[src/rtl/dds_carry_pkg.sv]
package dds_carry_pkg;
    // Width of segment idx: the floor share, and the top one takes the remainder.
    function automatic int seg_width(input int width, input int segs, input int idx);
        int base;
        base = width / segs;
        return (idx == segs - 1) ? (width - base * (segs - 1)) : base;
    endfunction

    function automatic int seg_lsb(input int width, input int segs, input int idx);
        return idx * (width / segs);
    endfunction
endpackage

[src/rtl/ftw_skew.sv]
module ftw_skew #(
    parameter int W     = 8,
    parameter int DEPTH = 1
) (
    input  logic         clk,
    input  logic         rst,
    input  logic [W-1:0] din,
    output logic [W-1:0] dout
);
    logic [W-1:0] stage [DEPTH];

    always_ff @(posedge clk) begin
        if (rst) begin
            for (int i = 0; i < DEPTH; i++) stage[i] <= '0;
        end else begin
            stage[0] <= din;
            for (int i = 1; i < DEPTH; i++) stage[i] <= stage[i-1];
        end
    end

    assign dout = stage[DEPTH-1];
endmodule

[src/rtl/acc_segment.sv]
module acc_segment #(
    parameter int SEG_W = 8,
    parameter int DELAY = 0
) (
    input  logic             clk,
    input  logic             rst,
    input  logic [SEG_W-1:0] ftw_slice,
    input  logic             carry_in,
    output logic             carry_q
);
    logic [SEG_W-1:0] ftw_use;
    logic [SEG_W-1:0] acc_q;
    logic [SEG_W:0]   sum;

    generate
        if (DELAY == 0) begin : g_direct
            assign ftw_use = ftw_slice;
        end else begin : g_skew
            ftw_skew #(.W(SEG_W), .DEPTH(DELAY)) u_skew (
                .clk  (clk),
                .rst  (rst),
                .din  (ftw_slice),
                .dout (ftw_use)
            );
        end
    endgenerate

    always_comb begin
        sum = {1'b0, acc_q} + {1'b0, ftw_use} + {{SEG_W{1'b0}}, carry_in};
    end

    always_ff @(posedge clk) begin
        if (rst) begin
            acc_q   <= '0;
            carry_q <= 1'b0;
        end else begin
            acc_q   <= sum[SEG_W-1:0];
            carry_q <= sum[SEG_W];
        end
    end

    // reset empties this segment
    a_r1_seg_clear: assert property (@(posedge clk)
        rst |=> (acc_q == '0 && !carry_q));

    // nothing added means nothing moves and no carry leaves
    a_r7_zero_step: assert property (@(posedge clk) disable iff (rst)
        (ftw_use == '0 && !carry_in) |=> (!carry_q && $stable(acc_q)));
endmodule

[src/rtl/carry_pipe_dds.sv]
module carry_pipe_dds #(
    parameter int WIDTH = 32,
    parameter int SEGS  = 4
) (
    input  logic             clk,
    input  logic             rst,
    input  logic [WIDTH-1:0] ftw_in,
    input  logic             ftw_load,
    output logic             carry_out
);
    import dds_carry_pkg::*;

    localparam int LATENCY = SEGS - 1;

    logic [WIDTH-1:0] ftw_q;
    logic [SEGS:0]    chain;

    always_ff @(posedge clk) begin
        if (rst)           ftw_q <= '0;
        else if (ftw_load) ftw_q <= ftw_in;
    end

    assign chain[0] = 1'b0;

    generate
        for (genvar k = 0; k < SEGS; k++) begin : g_seg
            localparam int SW  = seg_width(WIDTH, SEGS, k);
            localparam int LSB = seg_lsb(WIDTH, SEGS, k);
            acc_segment #(.SEG_W(SW), .DELAY(k)) u_seg (
                .clk       (clk),
                .rst       (rst),
                .ftw_slice (ftw_q[LSB +: SW]),
                .carry_in  (chain[k]),
                .carry_q   (chain[k+1])
            );
        end
    endgenerate

    assign carry_out = chain[SEGS];

    // output low after any reset edge
    a_r1_reset_low: assert property (@(posedge clk)
        rst |=> !carry_out);

    // strobe captures the word
    a_r4_load_capture: assert property (@(posedge clk) disable iff (rst)
        ftw_load |=> (ftw_q == $past(ftw_in)));

    // without strobe the held word stays
    a_r4_hold_word: assert property (@(posedge clk) disable iff (rst)
        !ftw_load |=> $stable(ftw_q));

    initial begin
        a_r8_width: assert (WIDTH >= SEGS && SEGS >= 1 && LATENCY >= 0);
    end
endmodule

[config.mk]
export PLATFORM = sky130hd
export DESIGN_NAME = carry_pipe_dds
export DESIGN_NICKNAME = d
export VERILOG_FILES = /design/src/rtl/dds_carry_pkg.sv /design/src/rtl/ftw_skew.sv /design/src/rtl/acc_segment.sv /design/src/rtl/carry_pipe_dds.sv
export SDC_FILE = /design/constraint.sdc
export NUM_CORES = 1
export LEC_CHECK = 0
export CAP_MARGIN = 20
export CORE_UTILIZATION = 34
export DETAILED_ROUTE_END_ITERATION = 7
export PLACE_DENSITY_LB_ADDON = 0.2
export SLEW_MARGIN = 10
export SYNTH_ARGS = -nofsm -noshare
export SYNTH_HDL_FRONTEND = slang
export SYNTH_SLANG_ARGS = --single-unit
export TNS_END_PERCENT = 30
[constraint.sdc]
create_clock -name clk -period 2.3 [get_ports clk]
set_input_delay 0.46 -clock clk [delete_from_list [all_inputs] [get_ports clk]]
set_output_delay 0.46 -clock clk [all_outputs]
set_load 0.02 [all_outputs]
Word-level counts from Yosys, hierarchy flattened. Memory sizes are Yosys's and may differ from the RTL's. Index checks and enable logic that the tools add are counted.

Memory bits (read-only): 0. Bits in writable memories: 48. Output and inout bits: 1. Word-level logic and storage cells: 35. Latch bits: 0. Register bits: 68. Memories kept: 3.

Memories: g_seg[3].u_seg.g_skew.u_skew.stage (depth 3, bits a word 8, read ports 3, clocked after Yosys merged registers in 0, write ports 3, line ftw_skew.sv:10) `logic [W-1:0] stage [DEPTH];`; g_seg[2].u_seg.g_skew.u_skew.stage (depth 2, bits a word 8, read ports 2, clocked after Yosys merged registers in 0, write ports 2, line ftw_skew.sv:10); g_seg[1].u_seg.g_skew.u_skew.stage (depth 1, bits a word 8, read ports 1, clocked after Yosys merged registers in 0, write ports 1, line ftw_skew.sv:10).

Shift-type cells: 0. Divide/modulo/power cells: 0. Bitwise gates (word level): 5. Multiplexer cells: 10. Eq/ne operators: 0. Reduce and logical (&&, ||, !) cells: 1. Order comparisons: 0. $add $sub $neg: 7. Multiply operators: 0.

Operators with widths (number): 2-to-1 mux 8 bit (6); adder 8 x 8 -> 9 bit (4); adder 9 x 1 -> 9 bit (3); OR reduction 8 bit (1); OR 1 bit (5); 2-to-1 mux 1 bit (4).

Logic depth before layout (Yosys ltp).
Depth after elaboration: 3. Depth in mapped cells: 6.

By module. From an unflattened synthesis, not the netlist that was laid out.

Cells, all modules: 463. Area, all modules: 5004.8 µm².

Modules (own cells, without submodules): acc_segment at g_seg[0].u_seg ... (times used 3, area an instance 588.1 µm², seq. area each 180.2 µm², cells each 61); carry_pipe_dds (times used 1, area an instance 1167.4 µm², seq. area each 640.6 µm², cells each 104); ftw_skew at g_seg[3].u_seg.g_skew.u_skew (times used 1, area an instance 753.2 µm², seq. area each 480.5 µm², cells each 58); acc_segment at g_seg[1].u_seg (times used 1, area an instance 585.6 µm², seq. area each 180.2 µm², cells each 61); ftw_skew at g_seg[2].u_seg.g_skew.u_skew (times used 1, area an instance 524.3 µm², seq. area each 320.3 µm², cells each 41); ftw_skew at g_seg[1].u_seg.g_skew.u_skew (times used 1, area an instance 210.2 µm², seq. area each 160.2 µm², cells each 16).

Least setup slack after synthesis. OpenSTA, ideal clock, no wires.

Path type: reg2reg. Start: register g_seg[0].u_seg.carry_q. End: register g_seg[1].u_seg.carry_q. Data arrival time: 1.891 ns. Clock period less this slack: 2.011 ns. Path slack: 0.289 ns. Cell stages (with the launch flop): 7. Required time: 2.180 ns. Path through: dfxtp_1 > fa_1 > fa_1 > a211oi_2 > o21a_1 > nor2_1 > o31a_1.

Cells in the longest elaborated chain, start to end: 1.

RTL lines: start, declared (line acc_segment.sv:9) `output logic carry_q`; start signal, assigned (line acc_segment.sv:38) `carry_q <= sum[SEG_W];`; adder 9 x 1 -> 9 bit (line acc_segment.sv:29) `sum = {1'b0, acc_q} + {1'b0, ftw_use} + {{SEG_W{1'b0}}, carry_in};`; end signal, assigned (line acc_segment.sv:38); end, declared (line acc_segment.sv:9).

No other way between the ends. A chain may end at the register's enable or synchronous reset.

Final worst setup path. Ends and elaborated chain as after synthesis.

==> reports/metrics.sh <==
SYN_INST_COUNT=447
END_KIND='register'
POST_CTS.REPAIR.SETUP_BUFFERS=0
SYN_NETS=518
GLOBALROUTETOTALUTIL_PCT=12.0
CELLINTERNALPOWER_mW=4.32
NFILLCELLS=1287
P_LEAK_nW=2.59
NUMBER_OF_SYNTHESIS_WARNINGS=0
REPORT.FINAL.HOLD_VIOL_COUNT=0
CLOCK_TREE_FROM_TRITONCTS='yes'
YS_TOP_CELLS_BY_COUNT='sky130_fd_sc_hd__dfxtp_1, sky130_fd_sc_hd__nor2_1, sky130_fd_sc_hd__nor2b_1'
PLACE_CONGESTION=0.784
DRC=0
YOSYS-TOP-CELLS-AREA='sky130_fd_sc_hd__dfxtp_1, sky130_fd_sc_hd__nor2b_1, sky130_fd_sc_hd__ha_1'
SYNTHARSTFLOPSHARE_PCT=0
H-TREE-DEPTH=4
DPL.HPWL_MM=5.23
CTS.ROOT.BUFFER_CELL='sky130_fd_sc_hd__clkbuf_16'
DIEWIDTH_UM=120
ROUTE.ANTENNA.REMAINING_NETS=0
SETUP-TNS-FINAL_NS=0
CAP_VIOL_MAX_COUNT=0
GRT_MAX_DEGREE=40
ROUTED_VIA_DENSITY=4.68
AREA_DELTA_SYNTH_FINAL_PCT=24.8
TIMING.FINAL.MAX_SLEW_VIOLATIONS=0
SYNTH.FF_LATCH_COUNT=116
HOLD_PATH_CLASS='register to register'
POST-ROUTE-PERIOD-UTIL_PCT=92.0
SYNTH_MOST_COMMON_CELL='sky130_fd_sc_hd__dfxtp_1'
PERIOD_MINUS_SLACK_NS=2.12
SYNTH.CELL_AREA_MM2=0.00474
ANT_DIODES=0
NUMCTSBUFFERS=17
COMBINATIONAL_SHARE_OF_POWER_PCT=8.4
FINAL_NETS=559
RUN_STATUS='complete, no violations'
FIRST_PASS_GRT_WIRE_LENGTH_MM=13.4
TRITONCTS_NUM_SINKS=116
IO_PINS=36
CLOCK_PATH_BUFFERS=2
SYNTHESIZED_AREA_DIVIDED_BY_SYNTHESIZED_CELL_COUNT_UM2=10.6
DRT_FIRST_PASS_ITERS=4
PLACEABLECOREAREA_MM2=0.0134
CRIT_SLOWEST_CELL='sky130_fd_sc_hd__fa_1'
POST_CTS_RESIZE_COUNT=0
FLOORPLAN.INITIALDENSITY_PCT=35.4
DRIVE_GT1_SHARE_PCT=11.8
MAX_SLEW_MARGIN_PCT=68.5
RSZ0062_AT_GRT='false'
SEQUENTIAL_CELL_AREA_MM2=0.00232
CRITPATHMAXSTAGEDELAY_NS=0.49
PATH_CLK_SLEW_NS=0.05
SYNTH_XOR_XNOR_AREA_SHARE_PCT=0.738
UTILIZATION_PCT=44.2
DIE_AREA_MM2=0.0144
GLOBALROUTEOVERFLOWTOTAL=0
WORST_SLEW_PIN_SLEW_NS=0.472
WORST-R2R-SETUP-SLACK_NS=0.18
MAIN_COMBINATIONAL_CELL_FAMILY_BY_AREA_AFTER_SYNTHESIS='simple AND/OR/NAND/NOR gates'
FIN_WORST_SKEW_NS=0.00574
TOTALWIRELENGTH_MM=7.87
CRITPATHMOSTFREQUENTCELL='sky130_fd_sc_hd__fa_1'
P_SWITCHING_mW=1.14
NUMBER_OF_SETUP_VIOLATIONS_IN_THE_FINAL_REPORT=0
PLACEMENT_ROWS=42
MAX_CLOCK_FREQ_MHz=473
INITIAL_ANTENNA_VIOLATION_COUNT=0
PORTBUFFERS=35
ROUTED_WIRE_LENGTH_PER_INSTANCE_UM=11.6
TIMING_WORST_SETUP_PATH_TYPE='register to register'
YOSYS.AREA_SHARE.SIMPLE_PCT=16.2
SYNTHADDERAREAFRAC_PCT=10.6
MULTI_INPUT_GATE_AREA_IN_THE_FINAL_LAYOUT_MM2=0.00232
YOSYS_MOST_USED_DFF='sky130_fd_sc_hd__dfxtp_1'
DIEHEIGHT_UM=120
POWER_FRAC_SEQ_PCT=39.6
CP_DATA_REQUIRED_TIME_NS=2.59
CRITICAL_PATH_ARRIVAL_NS=2.41
POWER.DENSITY_CELL_AREA_mW_PER_MM2=922
SYNTH.LARGEST_AREA_CELL='sky130_fd_sc_hd__dfxtp_1'
SYNTH-EDFF-COUNT=0
MUXSHAREOFSYNTHAREA_PCT=8.02
POST_SYNTHESIS_SEQUENTIAL_AREA_RATIO_PCT=48.9
CRIT_PATH_CELL_TRACE='fa_1, fa_1, a211oi_2, o21a_1, nor2_1, o31a_1'
ROUTE.VIAS.TOTAL=3169
VIAS_IN_THE_FIRST_GLOBAL_ROUTE=2887
SYNTH_TOP_AREA_SHARE_PCT=48.9
POST_CTS_HOLD_BUFFER_COUNT=0
PART_OF_THE_POWER_IN_THE_CLOCK_NETWORK_PCT=51.9
P_SW_SHARE_PCT=20.9
CLK-INSERTION-DELAY-LATE_NS=0.41
DRT_ITER0_MARKERS=126
CRITPATHLAUNCHTYPE='register'
CRITICAL_PATH_FANOUTS_MAX=3
POWER.IR.VDD_WORST_mV=0.457
SYNTH_COMPOUND_AREA_SHARE_PCT=13.3
SYNTH_CELL_TYPES=39
power by group through the flow:
stage,Sequential (mW),Combinational (mW),Clock [mW]
2_1_floorplan,2.19,0.337,0
3_3_place_gp,2.20,0.446,0
3_5_place_dp,2.21,0.461,0
4_1_cts,2.16,0.464,2.92
5_1_grt,2.18,0.515,3.01
6_report,2.16,0.461,2.84
state kept, by name, summed over array words and instances (netlist names):
| signal | flops |
|---|---|
| ftw_q | 32 |
| g_seg.u_seg.carry_q | 4 |
| g_seg.u_seg.g_skew.u_skew.stage | 48 |
| g_seg.u_seg.acc_q | 32 |
layout make-up:
class                      count  area share, %
clock buffer                  21           7.78
clock inverter                11           3.04
inverter                       3          0.190
multi-input combinational    310           39.2
sequential                   116           39.2
tap                          176           3.72
timing repair buffer          40           6.85
critical path, delay by kind of cell (launching register included):
family                   cells  cell delay [ns]
flip-flops                   1             0.32
AO/OA/AOI/OAI                3             0.70
AND/OR/NAND/NOR              1             0.05
adder cells (fa/ha/maj)      2             0.94
per-stage QoR:
step | instance area, um^2 | worst slack (ns) | std cells | power (mW) | hold slack [ns]
floorplan | 4740 | 0.289 | 447 | 2.53 | 0.414
global placement | 5280 | 0.221 | 645 | 2.65 | 0.416
detailed placement | 5280 | 0.175 | 645 | 2.67 | 0.420
CTS | 5920 | 0.161 | 677 | 5.55 | 0.423
global route | 5920 | 0.0211 | 677 | 5.70 | 0.441
finish | 5920 | 0.184 | 677 | 5.46 | 0.431
kinds of logic (layout without fill, tap and decap cells):
group	Yosys count	in the layout
AOI/OAI and AO/OA	81	81
xor gates and xnor gates	4	4
adders and majority gates	36	36
buffers and inverters	21	75
DFF	116	116
muxes	36	36
and+or+nand+nor	153	153
worst paths after layout:
path / startpoint / to / depth (start not counted)
worst max register to register: g_seg[0].u_seg.carry_q / g_seg[1].u_seg.carry_q / 6
worst min-delay path: g_seg[2].u_seg.g_skew.u_skew.stage[0][6] / g_seg[2].u_seg.g_skew.u_skew.stage[0][14] / 1
worst max-delay path: g_seg[0].u_seg.carry_q / g_seg[1].u_seg.carry_q / 6
worst min register to register: g_seg[2].u_seg.g_skew.u_skew.stage[0][6] / g_seg[2].u_seg.g_skew.u_skew.stage[0][14] / 1
layer usage:
layer	track usage (%)	vias up	wire length (um)
li1	-	1644	-
met1	14.6	1467	3920
met2	18.5	44	3490
met3	4.18	14	314
met4	6.80	0	142
met5	0	-	0
cells in the final DEF, fill, tap and decap left out, drive strengths merged:
cell,netlist,layout
ha,29,29
nor3,5,5
a21o,8,8
nand2,1,1
nand2b,4,4
dfxtp,116,116
a211o,3,3
clkinv,0,6
nor3b,2,2
a21oi,2,2
a211oi,20,20
o311ai,4,4
o31a,3,3
inv,3,3
a31oi,4,4
clkbuf,9,21
clkdlybuf4s50,0,33
nor2,75,75
nor4,2,2
nand4,2,2
a221oi,1,1
o21ai,24,24
nor2b,60,60
o22ai,3,3
mux2,4,4
mux2i,32,32
a41oi,1,1
bufinv,0,5
xnor2,4,4
fa,7,7
o21a,4,4
buf,9,7
nand4b,2,2
o21bai,4,4
Note: power is estimated with default switching activity, not from simulation.
